$ cat src/rtl/trig_pkg.sv
package trig_pkg;
   typedef enum logic [1:0] {
      KIND_EXEC  = 2'd0,
      KIND_STORE = 2'd1,
      KIND_LOAD  = 2'd2,
      KIND_NONE  = 2'd3
   } acc_kind_e;

   typedef enum logic [1:0] {
      PRV_USER  = 2'd0,
      PRV_SUPER = 2'd1,
      PRV_HYPER = 2'd2,
      PRV_MACH  = 2'd3
   } priv_e;

   typedef enum logic [1:0] {
      REG_SEL  = 2'd0,
      REG_CTRL = 2'd1,
      REG_CMP  = 2'd2,
      REG_NONE = 2'd3
   } reg_addr_e;

   localparam int EN_W       = 7;
   localparam int KIND_LSB   = 0;
   localparam int PRIV_LSB   = 3;
   localparam int HYP_BIT    = 5;
   localparam int TYPE_W     = 4;
   localparam logic [TYPE_W-1:0] TRIG_TYPE = 4'd1;

   typedef logic [EN_W-1:0] trig_en_t;

   function automatic trig_en_t legalise_en(input trig_en_t raw, input bit has_hyp);
      trig_en_t res;
      res = raw;
      if (!has_hyp) res[HYP_BIT] = 1'b0;
      return res;
   endfunction
endpackage

$ cat src/rtl/trig_sel_reg.sv
module trig_sel_reg #(
   parameter int XLEN     = 32,
   parameter int NUM_TRIG = 4,
   parameter int IDX_W    = (NUM_TRIG > 1) ? $clog2(NUM_TRIG) : 1
) (
   input  logic             clk,
   input  logic             rst_n,
   input  logic             we,
   input  logic [XLEN-1:0]  wdata,
   output logic [IDX_W-1:0] idx,
   output logic [XLEN-1:0]  rdata
);
   localparam logic [XLEN-2:0] LIMIT = (XLEN-1)'(NUM_TRIG);

   logic [IDX_W-1:0] idx_q;
   logic             mode_q;
   logic             in_range;

   assign in_range = (wdata[XLEN-2:0] < LIMIT);

   always_ff @(posedge clk or negedge rst_n) begin
      if (!rst_n) begin
         idx_q  <= '0;
         mode_q <= 1'b0;
      end else if (we) begin
         mode_q <= wdata[XLEN-1];
         if (in_range) idx_q <= wdata[IDX_W-1:0];
      end
   end

   always_comb begin
      rdata            = '0;
      rdata[IDX_W-1:0] = idx_q;
      rdata[XLEN-1]    = mode_q;
   end

   assign idx = idx_q;

   a_r7_idx_in_range: assert property (@(posedge clk) disable iff (!rst_n)
      32'(idx_q) < NUM_TRIG);

   a_r7_out_of_range_kept: assert property (@(posedge clk) disable iff (!rst_n)
      (we && !in_range) |=> $stable(idx_q));

   a_r8_mode_stored: assert property (@(posedge clk) disable iff (!rst_n)
      we |=> (rdata[XLEN-1] == $past(wdata[XLEN-1])));
endmodule

$ cat src/rtl/trig_slot.sv
module trig_slot
   import trig_pkg::*;
#(
   parameter int XLEN    = 32,
   parameter bit HAS_HYP = 1'b0
) (
   input  logic            clk,
   input  logic            rst_n,
   input  logic            ctrl_we,
   input  logic            cmp_we,
   input  logic [XLEN-1:0] wdata,
   output logic [XLEN-1:0] ctrl_rd,
   output logic [XLEN-1:0] cmp_rd,
   input  logic            snp_valid,
   input  logic [1:0]      snp_kind,
   input  logic [1:0]      snp_priv,
   input  logic [XLEN-1:0] snp_addr,
   output logic            hit
);
   trig_en_t        en_q;
   logic [XLEN-1:0] cmp_q;
   logic            kind_ok;
   logic            priv_ok;

   always_ff @(posedge clk or negedge rst_n) begin
      if (!rst_n) begin
         en_q  <= '0;
         cmp_q <= '0;
      end else begin
         if (ctrl_we) en_q  <= legalise_en(wdata[EN_W-1:0], HAS_HYP);
         if (cmp_we)  cmp_q <= wdata;
      end
   end

   always_comb begin
      ctrl_rd                     = '0;
      ctrl_rd[EN_W-1:0]           = en_q;
      ctrl_rd[XLEN-1:XLEN-TYPE_W] = TRIG_TYPE;
   end

   assign cmp_rd = cmp_q;

   always_comb begin
      kind_ok = 1'b0;
      case (snp_kind)
         KIND_EXEC:  kind_ok = en_q[KIND_LSB + 0];
         KIND_STORE: kind_ok = en_q[KIND_LSB + 1];
         KIND_LOAD:  kind_ok = en_q[KIND_LSB + 2];
         default:    kind_ok = 1'b0;
      endcase
   end

   assign priv_ok = en_q[PRIV_LSB + int'(snp_priv)];
   assign hit     = snp_valid && kind_ok && priv_ok && (snp_addr == cmp_q);

   a_r9_zero_disables: assert property (@(posedge clk) disable iff (!rst_n)
      (ctrl_we && (wdata[EN_W-1:0] == '0)) |=> !hit);

   a_r6_ctrl_held: assert property (@(posedge clk) disable iff (!rst_n)
      !ctrl_we |=> $stable(ctrl_rd));

   a_r6_cmp_held: assert property (@(posedge clk) disable iff (!rst_n)
      !cmp_we |=> $stable(cmp_rd));

   a_r2_hyp_legal: assert property (@(posedge clk) disable iff (!rst_n)
      !HAS_HYP |-> !ctrl_rd[HYP_BIT]);
endmodule

$ cat src/rtl/trig_prio_enc.sv
module trig_prio_enc #(
   parameter int N     = 4,
   parameter int IDX_W = (N > 1) ? $clog2(N) : 1
) (
   input  logic [N-1:0]     req,
   output logic             any,
   output logic [IDX_W-1:0] idx
);
   always_comb begin
      idx = '0;
      for (int i = N - 1; i >= 0; i--) begin
         if (req[i]) idx = IDX_W'(i);
      end
   end

   assign any = |req;
endmodule

$ cat src/rtl/brk_trig_unit.sv
module brk_trig_unit
   import trig_pkg::*;
#(
   parameter int XLEN     = 32,
   parameter int NUM_TRIG = 4,
   parameter bit HAS_HYP  = 1'b0,
   parameter int IDX_W    = (NUM_TRIG > 1) ? $clog2(NUM_TRIG) : 1
) (
   input  logic             clk,
   input  logic             rst_n,
   input  logic             csr_we,
   input  logic [1:0]       csr_addr,
   input  logic [XLEN-1:0]  csr_wdata,
   output logic [XLEN-1:0]  csr_rdata,
   input  logic             snp_valid,
   input  logic [1:0]       snp_kind,
   input  logic [1:0]       snp_priv,
   input  logic [XLEN-1:0]  snp_addr,
   output logic             bkpt_hit,
   output logic [IDX_W-1:0] bkpt_idx
);
   if (NUM_TRIG < 1 || NUM_TRIG > 64) begin : g_bad_num
      $error("NUM_TRIG must be between 1 and 64");
   end
   if (XLEN < 32) begin : g_bad_xlen
      $error("XLEN must be at least 32 to hold the control layout");
   end

   logic [IDX_W-1:0] sel_idx;
   logic [XLEN-1:0]  sel_rd;
   logic [NUM_TRIG-1:0] hit_vec;
   logic [XLEN-1:0]  ctrl_rd [NUM_TRIG];
   logic [XLEN-1:0]  cmp_rd  [NUM_TRIG];
   logic             sel_we;

   assign sel_we = csr_we && (csr_addr == REG_SEL);

   trig_sel_reg #(.XLEN(XLEN), .NUM_TRIG(NUM_TRIG), .IDX_W(IDX_W)) sel_i (
      .clk   (clk),
      .rst_n (rst_n),
      .we    (sel_we),
      .wdata (csr_wdata),
      .idx   (sel_idx),
      .rdata (sel_rd)
   );

   for (genvar g = 0; g < NUM_TRIG; g++) begin : g_slot
      logic mine;
      assign mine = (sel_idx == IDX_W'(g));
      trig_slot #(.XLEN(XLEN), .HAS_HYP(HAS_HYP)) slot_i (
         .clk       (clk),
         .rst_n     (rst_n),
         .ctrl_we   (csr_we && mine && (csr_addr == REG_CTRL)),
         .cmp_we    (csr_we && mine && (csr_addr == REG_CMP)),
         .wdata     (csr_wdata),
         .ctrl_rd   (ctrl_rd[g]),
         .cmp_rd    (cmp_rd[g]),
         .snp_valid (snp_valid),
         .snp_kind  (snp_kind),
         .snp_priv  (snp_priv),
         .snp_addr  (snp_addr),
         .hit       (hit_vec[g])
      );
   end

   trig_prio_enc #(.N(NUM_TRIG), .IDX_W(IDX_W)) enc_i (
      .req (hit_vec),
      .any (bkpt_hit),
      .idx (bkpt_idx)
   );

   always_comb begin
      case (csr_addr)
         REG_SEL:  csr_rdata = sel_rd;
         REG_CTRL: csr_rdata = ctrl_rd[sel_idx];
         REG_CMP:  csr_rdata = cmp_rd[sel_idx];
         default:  csr_rdata = '0;
      endcase
   end

   logic [NUM_TRIG-1:0] below_mask;
   assign below_mask = NUM_TRIG'((64'd1 << bkpt_idx) - 64'd1);

   a_r5_lowest_wins: assert property (@(posedge clk) disable iff (!rst_n)
      bkpt_hit |-> (hit_vec[bkpt_idx] && ((hit_vec & below_mask) == '0)));

   a_r10_no_hit_idle: assert property (@(posedge clk) disable iff (!rst_n)
      (!snp_valid || snp_kind == KIND_NONE) |-> !bkpt_hit);

   a_r4_hit_has_source: assert property (@(posedge clk) disable iff (!rst_n)
      bkpt_hit |-> (hit_vec != '0));
endmodule

$ cat config.mk
export PLATFORM = sky130hd
export DESIGN_NAME = brk_trig_unit
export DESIGN_NICKNAME = d
export VERILOG_FILES = /design/src/rtl/trig_pkg.sv /design/src/rtl/trig_sel_reg.sv /design/src/rtl/trig_slot.sv /design/src/rtl/trig_prio_enc.sv /design/src/rtl/brk_trig_unit.sv
export SDC_FILE = /design/constraint.sdc
export NUM_CORES = 1
export LEC_CHECK = 0
export BUFFER_PORTS_ARGS = -buffer_cell sky130_fd_sc_hd__buf_4
export CORE_MARGIN = 3
export CORE_UTILIZATION = 40
export CTS_CLUSTER_DIAMETER = 80
export DETAILED_ROUTE_END_ITERATION = 6
export HOLD_SLACK_MARGIN = 0.12
export PLACE_DENSITY = 0.62
export SYNTH_ARGS = -nofsm -noshare
export SYNTH_HDL_FRONTEND = slang
export SYNTH_SLANG_ARGS = --single-unit
$ cat constraint.sdc
create_clock -name clk -period 2.1 [get_ports clk]
set_input_delay 0.21 -clock clk [delete_from_list [all_inputs] [get_ports clk]]
set_output_delay 0.21 -clock clk [all_outputs]
set_load 0.05 [all_outputs]
## Yosys cells after proc, flatten, opt, wreduce, memory -nomap -nowiden

Cells that the tools add are included.
W data, S select, Z words.

- Bits of input ports: 74
- Output and inout bits: 35
- Flip-flop bits (word level): 155

- Multiplexer cells: 27
- Order comparisons: 3
- Bitwise operators: 1
- Reduce and logical (&&, ||, !) cells: 30
- Equality and inequality tests: 11
- $add $sub $neg: 1

Operator list:

| kind | count |
|---|---|
| $bmux W32 S2 | 2 |
| $eq A32 B32 Y1 | 4 |
| $mux W32 | 4 |
| $pmux W32 S3 | 1 |
| $lt A32 B5 Y1 const B | 1 |
| $lt A31 B3 Y1 const B | 1 |
| $logic_and A1 B1 Y1 | 25 |
| $bmux W1 S3 | 4 |
| $pmux W1 S3 | 4 |
| $eq A2 B2 Y1 const B | 4 |
| $mux W1 | 8 |
| $mux W2 | 4 |
| $eq A2 B1 Y1 const B | 3 |
| $logic_not A2 Y1 | 3 |
| $reduce_or A4 Y1 | 1 |
| $add A2 B2 Y3 const A | 1 |
| $ge A3 B3 Y1 const B | 1 |
| $not A2 Y3 | 1 |
| $reduce_and A2 Y1 | 1 |

## Depth between registers and ports, before layout

Gate-level depths: netlist of run 1.

- Depth after elaboration: 10
- Mapped depth: 10
- Depth with buffers taken out: 8

## Hierarchy

Synthesis of run 1 repeated with hierarchy kept, for this count alone.

- Cells, all modules: 1036
- Area, all modules: 11449.7 µm²

By module, submodules not included:

| module | seq. area each (µm²) | instances | area an instance (µm²) | cells each |
|---|---|---|---|---|
| trig_slot | 950.9 | 4 | 2078.2 | 166 |
| brk_trig_unit | 0.0 | 1 | 2673.8 | 315 |
| trig_sel_reg | 75.1 | 1 | 427.9 | 50 |
| trig_prio_enc | 0.0 | 1 | 35.0 | 7 |

## Least setup slack after synthesis of run 1

No wires, ideal clock.

- Kind: input to output
- Start: input port snp_priv[0]
- End: output port bkpt_idx[1]
- Arrival: 2.831 ns
- Path buffers: 2
- Stages on the path: 8
- Required time: 1.890 ns
- Slack: -0.941 ns
- Cells stage by stage: buf_6 -> inv_1 -> ha_1 -> clkbuf_1 -> mux4_2 -> o2111ai_1 -> or2_2 -> a211oi_1

- Longest elaborated chain between the ends: 10

RTL lines:

| what | RTL line | text |
|---|---|---|
| start, declared | brk_trig_unit.sv:17 | `input logic [1:0] snp_priv,` |
| $add A2 B2 Y3 * | trig_slot.sv:53 | `assign priv_ok = en_q[PRIV_LSB + int'(snp_priv)];` |
| $bmux W1 S3 | trig_slot.sv:53 |  |
| $mux W1 (implied by the code) (2 in series) | trig_slot.sv:53 |  |
| $logic_and A1 B1 Y1 (2 in series) | trig_slot.sv:54 | `assign hit = snp_valid && kind_ok && priv_ok && (snp_addr == cmp_q);` |
| $mux W2 (3 in series) | trig_prio_enc.sv:12 | `if (req[i]) idx = IDX_W'(i);` |
| $mux W2 * | trig_prio_enc.sv:12 |  |
| end, declared | brk_trig_unit.sv:20 | `output logic [IDX_W-1:0] bkpt_idx` |

Mark *: on every way between the ends. The rest lies on a longest branch, timed or not. The select of a mux whose other input is x is not followed.

## Worst setup path after layout of run 1

- Start: register g_slot[3].slot_i.cmp_q[26]
- End: output port bkpt_idx[1]

- Longest elaborated chain between the ends: 6

RTL lines:

| what | RTL line | text |
|---|---|---|
| start, declared | trig_slot.sv:21 | `logic [XLEN-1:0] cmp_q;` |
| start signal, assigned | trig_slot.sv:31 | `if (cmp_we) cmp_q <= wdata;` |
| $eq A32 B32 Y1 | trig_slot.sv:54 |  |
| $logic_and A1 B1 Y1 | trig_slot.sv:54 |  |
| $mux W2 (4 in series) | trig_prio_enc.sv:12 |  |

Every way passes these cells.

==> results of run 1 <==
flip-flops by register name, summed over array words and instances, names as in the netlist:
| name | cells |
|---|---|
| sel_i.mode_q | 1 |
| sel_i.idx | 2 |
| g_slot.slot_i.cmp_rd | 128 |
| g_slot.slot_i.en_q | 24 |
critical path: stages, from the launching register on:
cell and delay (ns):
dfrtp_1 0.40, xor2_1 0.18, nor4_2 0.40, nand4_1 0.25, nor4_4 0.38, nand2_2 0.12
a211oi_4 0.29, buf_6 0.20
worst min path at each step:
stage	cells past startpoint	to	from	slack, ns
final	2	g_slot[0].slot_i.en_q[3]	csr_wdata[3]	0.14
after global routing	2	g_slot[0].slot_i.en_q[3]	csr_wdata[3]	0.13
after CTS	3	g_slot[2].slot_i.cmp_rd[22]	csr_wdata[22]	0.13
after detailed placement	1	g_slot[3].slot_i.cmp_rd[31]	rst_n	0.21
after global placement	1	g_slot[3].slot_i.cmp_rd[31]	rst_n	0.20
after floorplan	0	g_slot[0].slot_i.cmp_rd[0]	rst_n	-0.09
through the flow:
stage	setup TNS [ns]	hold slack (ns)
4_1_cts	-8.14	0.129
3_5_place_dp	-2.04	0.211
2_1_floorplan	-0.573	-0.0856
3_3_place_gp	-1.86	0.201
5_1_grt	-7.12	0.127
6_report	-5.55	0.136
area by class of cell:
| class | instances | area [um2] | share of cell area |
|---|---|---|---|
| Clock buffer | 21 | 450 | 0.0346 |
| Timing Repair Buffer | 327 | 3040 | 0.233 |
| Multi-Input combinational cell | 470 | 5100 | 0.392 |
| Inverter | 3 | 11.3 | 0.000865 |
| Clock inverter | 11 | 193 | 0.0148 |
| Tap cell | 275 | 344 | 0.0264 |
| Sequential cell | 155 | 3880 | 0.298 |
per-layer routing:
metal,vias up,wire length (um),GRT usage
li1,3055,-,-
met1,3616,12800,0.352
met2,291,15400,0.434
met3,61,2370,0.0531
met4,0,1020,0.0824
met5,-,0,0
power breakdown:
group / leakage [nW] / internal (mW) / switching [mW]
Clock: 0.307 / 2.14 / 1.29
Combinational: 3.50 / 1.04 / 0.985
Sequential: 2.05 / 3.19 / 0.181
Total: 5.85 / 6.37 / 2.46
what timing repair did:
action                                  CTS  global route
hold buffers                             30             0
endpoints found under the setup margin   35           115
gates resized for setup                 110            31
gates cloned                              5             3
pin swaps                                21            18
buffers inserted                         29             6
hold endpoints to repair                164             0
cell families (layout without fill, tap and decap cells):
kind of cell               after synthesis  in the layout  synth area share
muxes                                  208            208             0.315
DFF                                    155            155             0.438
xor gates and xnor gates               128            128             0.126
and+or+nand+nor                        109            109            0.0727
buffers and inverters                   52            362            0.0281
AOI/OAI and AO/OA                       24             24            0.0188
adders and majority gates                1              1           0.00141
cell usage in the layout (no fill, tap or decap), drive strengths merged, types with 11 or more instances in the layout:
master         n
buf          295
and2          24
mux2         158
xnor2         92
xor2          36
dlygate4sd3   30
mux4          41
dfrtp        155
nand4         23
clkbuf        23
nand2         11
nor4          19
==> run metrics, run 1 <==
layout cells sized above 1 0.603; Layout Utilization 0.608; top-area cell type share of the netlist area 0.438; CTS buffer count 17; I/O Buffers approximately 110; pre-CTS setup slack -0.675 ns; Hold Fails Final Rpt 0; FP Rows 53; Placed Area between 0.01 and 0.015 mm2; Yosys top cell by area dfrtp_1; Hold Crit Class input pin to flop; count leader, synth mux2_2; post-layout instance area about 0.013 mm2; DP Cell Count 1165; Relative slew margins 0.642; crit path launch g_slot[3].slot_i.cmp_rd[26]; crit path time final 2.87 ns; final worst slack -0.766 ns; outcome complete, but fails checks; DRT antenna net count 0; CTS max path bufs 2; via-per-instance ratio 5.56; Clock Sinks 155; H-tree levels 4; overall routing resource usage 0.263; period utilisation layout 1.36; via count 7023; core area 0.0214 mm2; Horiz. Die Dim between 150 and 200 um; synth top area cells dfrtp_1, mux2_2, mux4_2, xnor2_1, xor2_1; worst endpoint required time 1.89 ns; static leakage 5.85 nW; Worst R2R End g_slot[0].slot_i.cmp_rd[15]; top cells by count, synth mux2_2, dfrtp_1, xnor2_1, mux4_2, xor2_1; Placer Congestion between 0.9 and 1; CP Max Fanout 2; FF-to-FF setup slack 0.05 ns; Setup crit end kind primary output; Initial Util 0.414; final WL about 32000 um; wire per inst roughly 25 um; Synth Cell Area 0.00886 mm2; Power Dens Cells 678 mW/mm2; crit start category flop; post-route insts no fill 1262; TritonCTS clock tree built; HPWL Detailed 21700 um; Max-Cap Viols 0; CTS clock-pin slew for the worst setup and hold paths 0.06 ns; pin count of the biggest net entering global routing between 50 and 60; fin nets about 1.0k; total power about 8.8 mW; grt total ovfl 0; async set or reset register ratio after synthesis 1.00; Register-to-Register Path Depth 7; Post-route DRC 0; FILL cells 1673; VDD IR-drop max about 0.48 mV; Critical Path AT 2.66 ns; prevailing post-synth register cell dfrtp_1; setup violators final 35; CP Class flop to primary output; FF-to-FF Start sel_i.idx[0]; Die Y 155 um; vias in the first global route 7745; Worst Setup EP bkpt_idx[1]; Syn-to-layout area delta 46.8%; Gate Count Post-Synth 677; full die area roughly 0.024 mm2; clk_lat worst skew 0.43 ns; Max Slew Vio Count 0; number of diodes 0; number of enable flip-flop cells after synthesis 0; failing checks setup timing; Tightest Pin Transition ~0.54 ns; unrepaired setup endpoints after global routing true; Synth cell types 41; DRT Pass-1 Iters 5; CTS root buffer clkbuf_16; f_max 349 MHz; register area share after synthesis 0.438; first-pass GRT wire length around 47000 um; initial DRC count about 450; worst clock skew between 0.01 and 0.015 ns; I/O pin count 109; Mean Syn Cell Area between 10 and 15 um2; Synth Net Count 752; count of state elements after synthesis 155; YS warnings 0; initial antenna violation count 0
Power figures use the tool's default switching activity.
==> run 2: changes to the inputs <==
--- a/config.mk
+++ b/config.mk
@@ -5,6 +5,7 @@
 export SDC_FILE = /design/constraint.sdc
 export NUM_CORES = 1
 export LEC_CHECK = 0
+export ABC_AREA = 1
 export BUFFER_PORTS_ARGS = -buffer_cell sky130_fd_sc_hd__buf_4
 export CORE_MARGIN = 3
 export CORE_UTILIZATION = 40
==> run metrics, run 2 <==
Comb pwr share 0.197 (-0.032); Layout Utilization 0.562 (-0.0457); vias in the first global route 9098 (+17%); Max-Cap Viols 0 (unchanged); Horiz. Die Dim 157 um (+1.3%); via-per-instance ratio 5.36 (-3.8%); Yosys top cell by area dfrtp_1; Synth cell types 35 (-15%); top-area cell type share of the netlist area 0.426 (-0.0117); f_max 433 MHz (+24%); H-tree levels 4 (unchanged); most common cell after layout, fill and taps aside nand2_1; max FFs per register 128 (unchanged); register area share after synthesis 0.426 (-0.0117); FILL cells 2054 (+23%); Setup crit end kind primary output; top cells by count, synth nand2_1, o21ai_0, inv_1, dfrtp_1, nor2_1; crit start category flop; HPWL Detailed 24900 um (+15%); clk_lat worst skew 0.43 ns (about the same); Clock Sinks 155 (unchanged); Mean Syn Cell Area 7.05 um2 (-46%); crit path time final 2.31 ns (-0.557 ns); Relative slew margins 0.571 (-0.0716); cell family with most CP delay buffers and inverters; Synth Cell Area 0.00911 mm2 (+2.7%); most frequent cells in the layout nand2_1, o21ai_0, inv_1, dfrtp_1, buf_4; initial antenna violation count 0 (unchanged); Flop pwr share 0.425 (+0.044); worst clock skew 0.0110 ns (-0.000950 ns); Max Slew Vio Count 0 (unchanged); Synth Net Count 1366 (+82%); overall routing resource usage 0.284 (+0.0210); static leakage 5.94 nW (+1.5%); setup violators final 35 (unchanged); prevailing post-synth register cell dfrtp_1; number of enable flip-flop cells after synthesis 0 (unchanged); number of diodes 0 (unchanged); post-route insts no fill 1759 (+39%); first-pass GRT wire length 53000 um (+12%); Gate Count Post-Synth 1291 (+91%); failing checks setup timing; CP Max Fanout 7 (+5); unrepaired setup endpoints after global routing true; Worst Path Buf+Inv 5 (+4); I/O pin count 109 (unchanged); async set or reset register ratio after synthesis 1.00 (unchanged); CTS clock-pin slew for the worst setup and hold paths 0.07 ns (about the same); Power Dens Cells 625 mW/mm2 (-7.9%); Max stage delay on crit path 0.47 ns (+0.07 ns); TritonCTS clock tree built; DP Cell Count 1672 (+44%); CP Class flop to primary output; CTS buffer count 17 (unchanged); CTS max path bufs 2 (unchanged); via count 9420 (+34%); DRT Pass-1 Iters 6 (+1); worst endpoint required time 1.89 ns (about the same); grt total ovfl 0 (unchanged); critical-path cell list inv_2 -> buf_6 -> nor2_4 -> buf_12 -> buf_12 -> a22oi_2 -> o221ai_2 -> a22o_1 -> buf_6; Hold Fails Final Rpt 0 (unchanged); P_sw 2.40 mW (-2.3%); Critical Path AT 2.10 ns (-0.56 ns); Hold Crit Class input pin to async pin; pin count of the biggest net entering global routing 65 (+23%); VDD IR-drop max 0.333 mV (-31%); DRT antenna net count 0 (unchanged); FP Rows 54 (+1.9%); Tightest Pin Transition 0.644 ns (+0.107 ns); Die Y 157 um (+1.3%); fin nets 1541 (+47%); I/O Buffers 108 (unchanged); Syn-to-layout area delta 36.3%; Post-route DRC 0 (unchanged); clock power share 0.378 (-0.011); final worst slack -0.209 ns (+0.557 ns); synth top area cells dfrtp_1, nand2_1, o21ai_0, inv_1, nor2_1; period utilisation layout 1.10 (-0.265); Placer Congestion 0.931 (-3.0%); slowest CP cell dfrtp_2; full die area 0.0246 mm2 (+2.6%); count leader, synth nand2_1; core area 0.0221 mm2 (+3.1%); Initial Util 0.412 (-0.00165); YS warnings 0 (unchanged); final WL 34600 um (+9.9%); layout cells sized above 1 0.214 (-0.389); sw frac 0.310 (+0.0313); CTS root buffer clkbuf_16; wire per inst 19.7 um (-21%); count of state elements after synthesis 155 (unchanged); FF-to-FF setup slack 0.18 ns (+0.13 ns); initial DRC count 912 (+100%); outcome complete, but fails checks; P_int 5.35 mW (-16%)
==> run 2: cell types whose count changed after synthesis, moves of 24 or more <==
cell	change
a21oi_1	+31
a221oi_1	+24
and2_1	-24
inv_1	+163
mux2_2	-158
mux4_2	-41
nand2_1	+369
nand3_1	+32
nor2_1	+126
o21ai_0	+179
o22ai_1	+27
xnor2_1	-73
==> run 2: repair_timing <==
action                     in CTS  in global routing
hold buffers                   33                  0
setup endpoints to repair      35                 35
pin swaps                      23                 34
setup buffers                   8                 15
gates resized for setup        90                 88
hold endpoints to repair      154                  0
gates cloned                    2                  0
==> run 2: final timing paths <==
| kind | start | endpoint | cells past startpoint |
|---|---|---|---|
| min | rst_n | g_slot[1].slot_i.cmp_rd[25] | 2 |
| max reg2reg | sel_i.idx[1] | g_slot[0].slot_i.cmp_rd[13] | 9 |
| min reg2reg | g_slot[3].slot_i.cmp_rd[0] | g_slot[3].slot_i.cmp_rd[0] | 2 |
| min in group clk | csr_we | sel_i.mode_q | 5 |
| max | sel_i.idx[0] | csr_rdata[3] | 9 |
| max in group asynchronous | rst_n | g_slot[1].slot_i.cmp_rd[3] | 3 |
==> run 2: final cells by class <==
type                            count  area [um2]  area share
Timing Repair Buffer              208        2040       0.165
Inverter                          168         634      0.0511
Multi-Input combinational cell    916        4960       0.399
Tap cell                          280         350      0.0282
Sequential cell                   155        3880       0.313
Clock inverter                     11        86.3     0.00695
Clock buffer                       21         460      0.0371
==> run 2: power by group through the flow <==
stage / Clock (mW) / Sequential [mW] / Combinational [mW]
2_1_floorplan: 0 / 3.28 / 0.732
3_3_place_gp: 0 / 3.32 / 1.31
3_5_place_dp: 0 / 3.32 / 1.32
4_1_cts: 2.95 / 3.28 / 1.45
5_1_grt: 3.07 / 3.31 / 1.67
6_report: 2.93 / 3.30 / 1.53
==> run 2: cells by family (layout without fill, tap and decap cells) <==
kind of cell	count (synthesis)	in the layout	share of synthesized area
AOI/OAI and AO/OA	299	299	0.187
xor gates and xnor gates	45	45	0.0433
adders and majority gates	1	1	0.00137
buffers and inverters	220	408	0.0951
DFF	155	155	0.426
and+or+nand+nor	571	571	0.247
==> run 2: layer usage <==
| layer | vias to the layer above | wire length, um | global-route usage | share of wire |
|---|---|---|---|---|
| met5 | - | 0 | 0 | 0 |
| met4 | 0 | 1420 | 0.118 | 0.041 |
| met3 | 65 | 2640 | 0.0426 | 0.076 |
| met2 | 405 | 15800 | 0.450 | 0.46 |
| met1 | 4427 | 14800 | 0.391 | 0.43 |
| li1 | 4523 | - | - | - |
==> run 2: per-stage QoR <==
stage / power [mW] / setup slack [ns] / instance area [um2] / hold slack (ns) / TNS, ns
after floorplan: 4.01 / 0.00846 / 9130 / -0.0856 / 0
after global placement: 4.63 / -0.0280 / 10600 / 0.228 / -0.0377
after detailed placement: 4.64 / -0.0112 / 10600 / 0.231 / -0.0168
after CTS: 7.67 / -0.183 / 11900 / 0.258 / -4.48
after global routing: 8.05 / -0.263 / 12400 / 0.323 / -5.74
final: 7.75 / -0.209 / 12400 / 0.316 / -3.65
==> run 3: changes to the inputs <==
--- a/config.mk
+++ b/config.mk
@@ -11,6 +11,7 @@
 export CORE_UTILIZATION = 40
 export CTS_CLUSTER_DIAMETER = 80
 export DETAILED_ROUTE_END_ITERATION = 6
+export GPL_TIMING_DRIVEN = 0
 export HOLD_SLACK_MARGIN = 0.12
 export PLACE_DENSITY = 0.62
 export SYNTH_ARGS = -nofsm -noshare
==> constraint.sdc (replaced) <==
create_clock -name clk -period 2.1 [get_ports clk]
set_input_delay 0.21 -clock clk [delete_from_list [all_inputs] [get_ports clk]]
set_output_delay 0.21 -clock clk [all_outputs]
set_load 0.005 [all_outputs]
==> run metrics, run 3 (synthesis gave the netlist of run 2 again) <==
outcome complete, but fails checks; failing checks setup timing; CTS clock-pin slew for the worst setup and hold paths 0.07 ns (about the same); crit path time final 2.34 ns (+0.0347 ns); Syn-to-layout area delta 38.2%; full die area 0.0246 mm2 (unchanged); FF-to-FF setup slack 0.04 ns (-0.14 ns); Max-Cap Viols 0 (unchanged); first-pass GRT wire length 58700 um (+11%); hold path start csr_we; Setup TNS -2.43 ns (+1.23 ns); f_max 427 MHz (-1.5%); DRT antenna net count 0 (unchanged); Placer Congestion 0.991 (+6.5%); Hold Fails Final Rpt 0 (unchanged); Register-to-Register Path Depth 4 (-5); DRT Pass-1 Iters 6 (unchanged); clk_lat worst skew 0.44 ns (about the same); FF-to-FF Start sel_i.idx[1]; final worst slack -0.244 ns (-0.0347 ns); crit start category flop; I/O Buffers 105 (-2.8%); max FFs per register 128 (unchanged); CP Class flop to primary output; worst clock skew 0.00629 ns (-0.00475 ns); CP Max Fanout 3 (-4); Initial Util 0.412 (unchanged); Die Y 157 um (unchanged); initial antenna violation count 0 (unchanged); Setup crit end kind primary output; core area 0.0221 mm2 (unchanged); pin count of the biggest net entering global routing 93 (+43%); vias in the first global route 9712 (+6.7%); setup violators final 32 (-8.6%); Max Slew Vio Count 0 (unchanged); via count 10.1k (+7.0%); overall routing resource usage 0.322 (+0.0375); Horiz. Die Dim 157 um (unchanged); FP Rows 54 (unchanged); CTS max path bufs 2 (unchanged); Relative slew margins 0.455 (-0.115); fin nets 1549 (+0.52%); H-tree levels 4 (unchanged); initial DRC count 1340 (+47%); most frequent cells in the layout nand2_1, o21ai_0, inv_1, dfrtp_1, nor2_1; TritonCTS clock tree built; wire per inst 22.7 um (+15%); CTS root buffer clkbuf_16; post-route insts no fill 1767 (+0.45%); Post-route DRC 0 (unchanged); Power Dens Cells 624 mW/mm2 (-0.18%); most common cell after layout, fill and taps aside nand2_1; grt total ovfl 0 (unchanged); Tightest Pin Transition 0.817 ns (+0.173 ns); unrepaired setup endpoints after global routing true; final WL 40000 um (+16%); hold path endpoint g_slot[0].slot_i.en_q[0]; period utilisation layout 1.12 (+0.0165); I/O pin count 109 (unchanged); Clock Sinks 155 (unchanged); DP Cell Count 1677 (+0.30%); HPWL Detailed 27800 um (+12%); CTS buffer count 17 (unchanged); Hold Crit Class input pin to flop; static leakage 5.98 nW (+0.55%); Worst R2R End g_slot[2].slot_i.cmp_rd[9]; worst endpoint required time 1.89 ns (about the same); via-per-instance ratio 5.70 (+6.5%); number of diodes 0 (unchanged); WHS Path Cells 4; Critical Path AT 2.13 ns (+0.03 ns); VDD IR-drop max 0.456 mV (+37%); layout cells sized above 1 0.211 (-0.00249)
run 3: cell types whose count changed in the layout (fill, tap and decap cells not counted), sizes merged:
cell	previous run	this run
inv	170	169
buf	175	156
clkinv	7	6
bufbuf	0	1
clkbuf	21	47
bufinv	0	2
run 3: critical path, cell delays in order (launching register included):
cell	delay, ns
dfrtp_1	0.44
xor2_1	0.42
nor2_1	0.07
nand2_1	0.11
nor2_2	0.07
nand2_1	0.06
nor2_1	0.04
nand2_1	0.12
nand2_1	0.08
nor2_2	0.14
buf_4	0.14
run 3: per-layer routing:
metal,wire length (um),track usage,up-vias,part of all wire
met5,0,0,-,0
li1,-,-,4545,-
met2,17900,0.502,615,0.45
met4,2010,0.150,0,0.050
met1,15800,0.435,4803,0.40
met3,4290,0.0602,115,0.11
run 3: final cells by class:
type / instances / area [um2]
clock buffer: 21 / 460
buffer: 50 / 467
sequential: 155 / 3880
inverter: 168 / 639
timing repair buffer: 166 / 1540
tap: 280 / 350
clock inverter: 11 / 136
multi-input combinational: 916 / 5110
fill: 2062 / 9500
run 3: metrics by stage:
stage	util	hold WS (ns)	setup slack (ns)	cell area [um2]	power (mW)
2_1_floorplan	-	-0.0856	0.216	9110	3.86
3_3_place_gp	0.464	0.428	-0.404	10200	4.43
3_5_place_dp	0.465	0.192	-0.383	10300	4.45
4_1_cts	0.546	0.215	-0.201	12100	7.75
5_1_grt	0.570	0.252	-0.310	12600	8.09
6_report	0.570	0.209	-0.244	12600	7.85
run 3: worst max-delay path by stage:
stage / startpoint / cells after the start / end
after floorplan: snp_priv[0] / 14 / bkpt_idx[0]
after global placement: snp_priv[0] / 13 / bkpt_idx[1]
after detailed placement: snp_priv[0] / 13 / bkpt_idx[1]
after CTS: g_slot[3].slot_i.cmp_rd[28] / 12 / bkpt_idx[0]
after global routing: g_slot[3].slot_i.cmp_rd[28] / 12 / bkpt_idx[1]
final: g_slot[1].slot_i.cmp_rd[5] / 10 / bkpt_idx[1]
run 3: report_power, final:
group	switching (mW)	internal, mW	total [mW]
logic	0.744	0.585	1.33
registers	0.184	3.12	3.31
clock network	1.38	1.83	3.21
run 3: timing repair:
action / 4_1_cts / 5_1_grt
gates cloned: 3 / 4
pin swaps: 21 / 44
resized for setup: 150 / 95
setup endpoints to repair: 54 / 83
hold buffers: 33 / 0
hold endpoints to repair: 167 / 0
setup buffers: 16 / 5
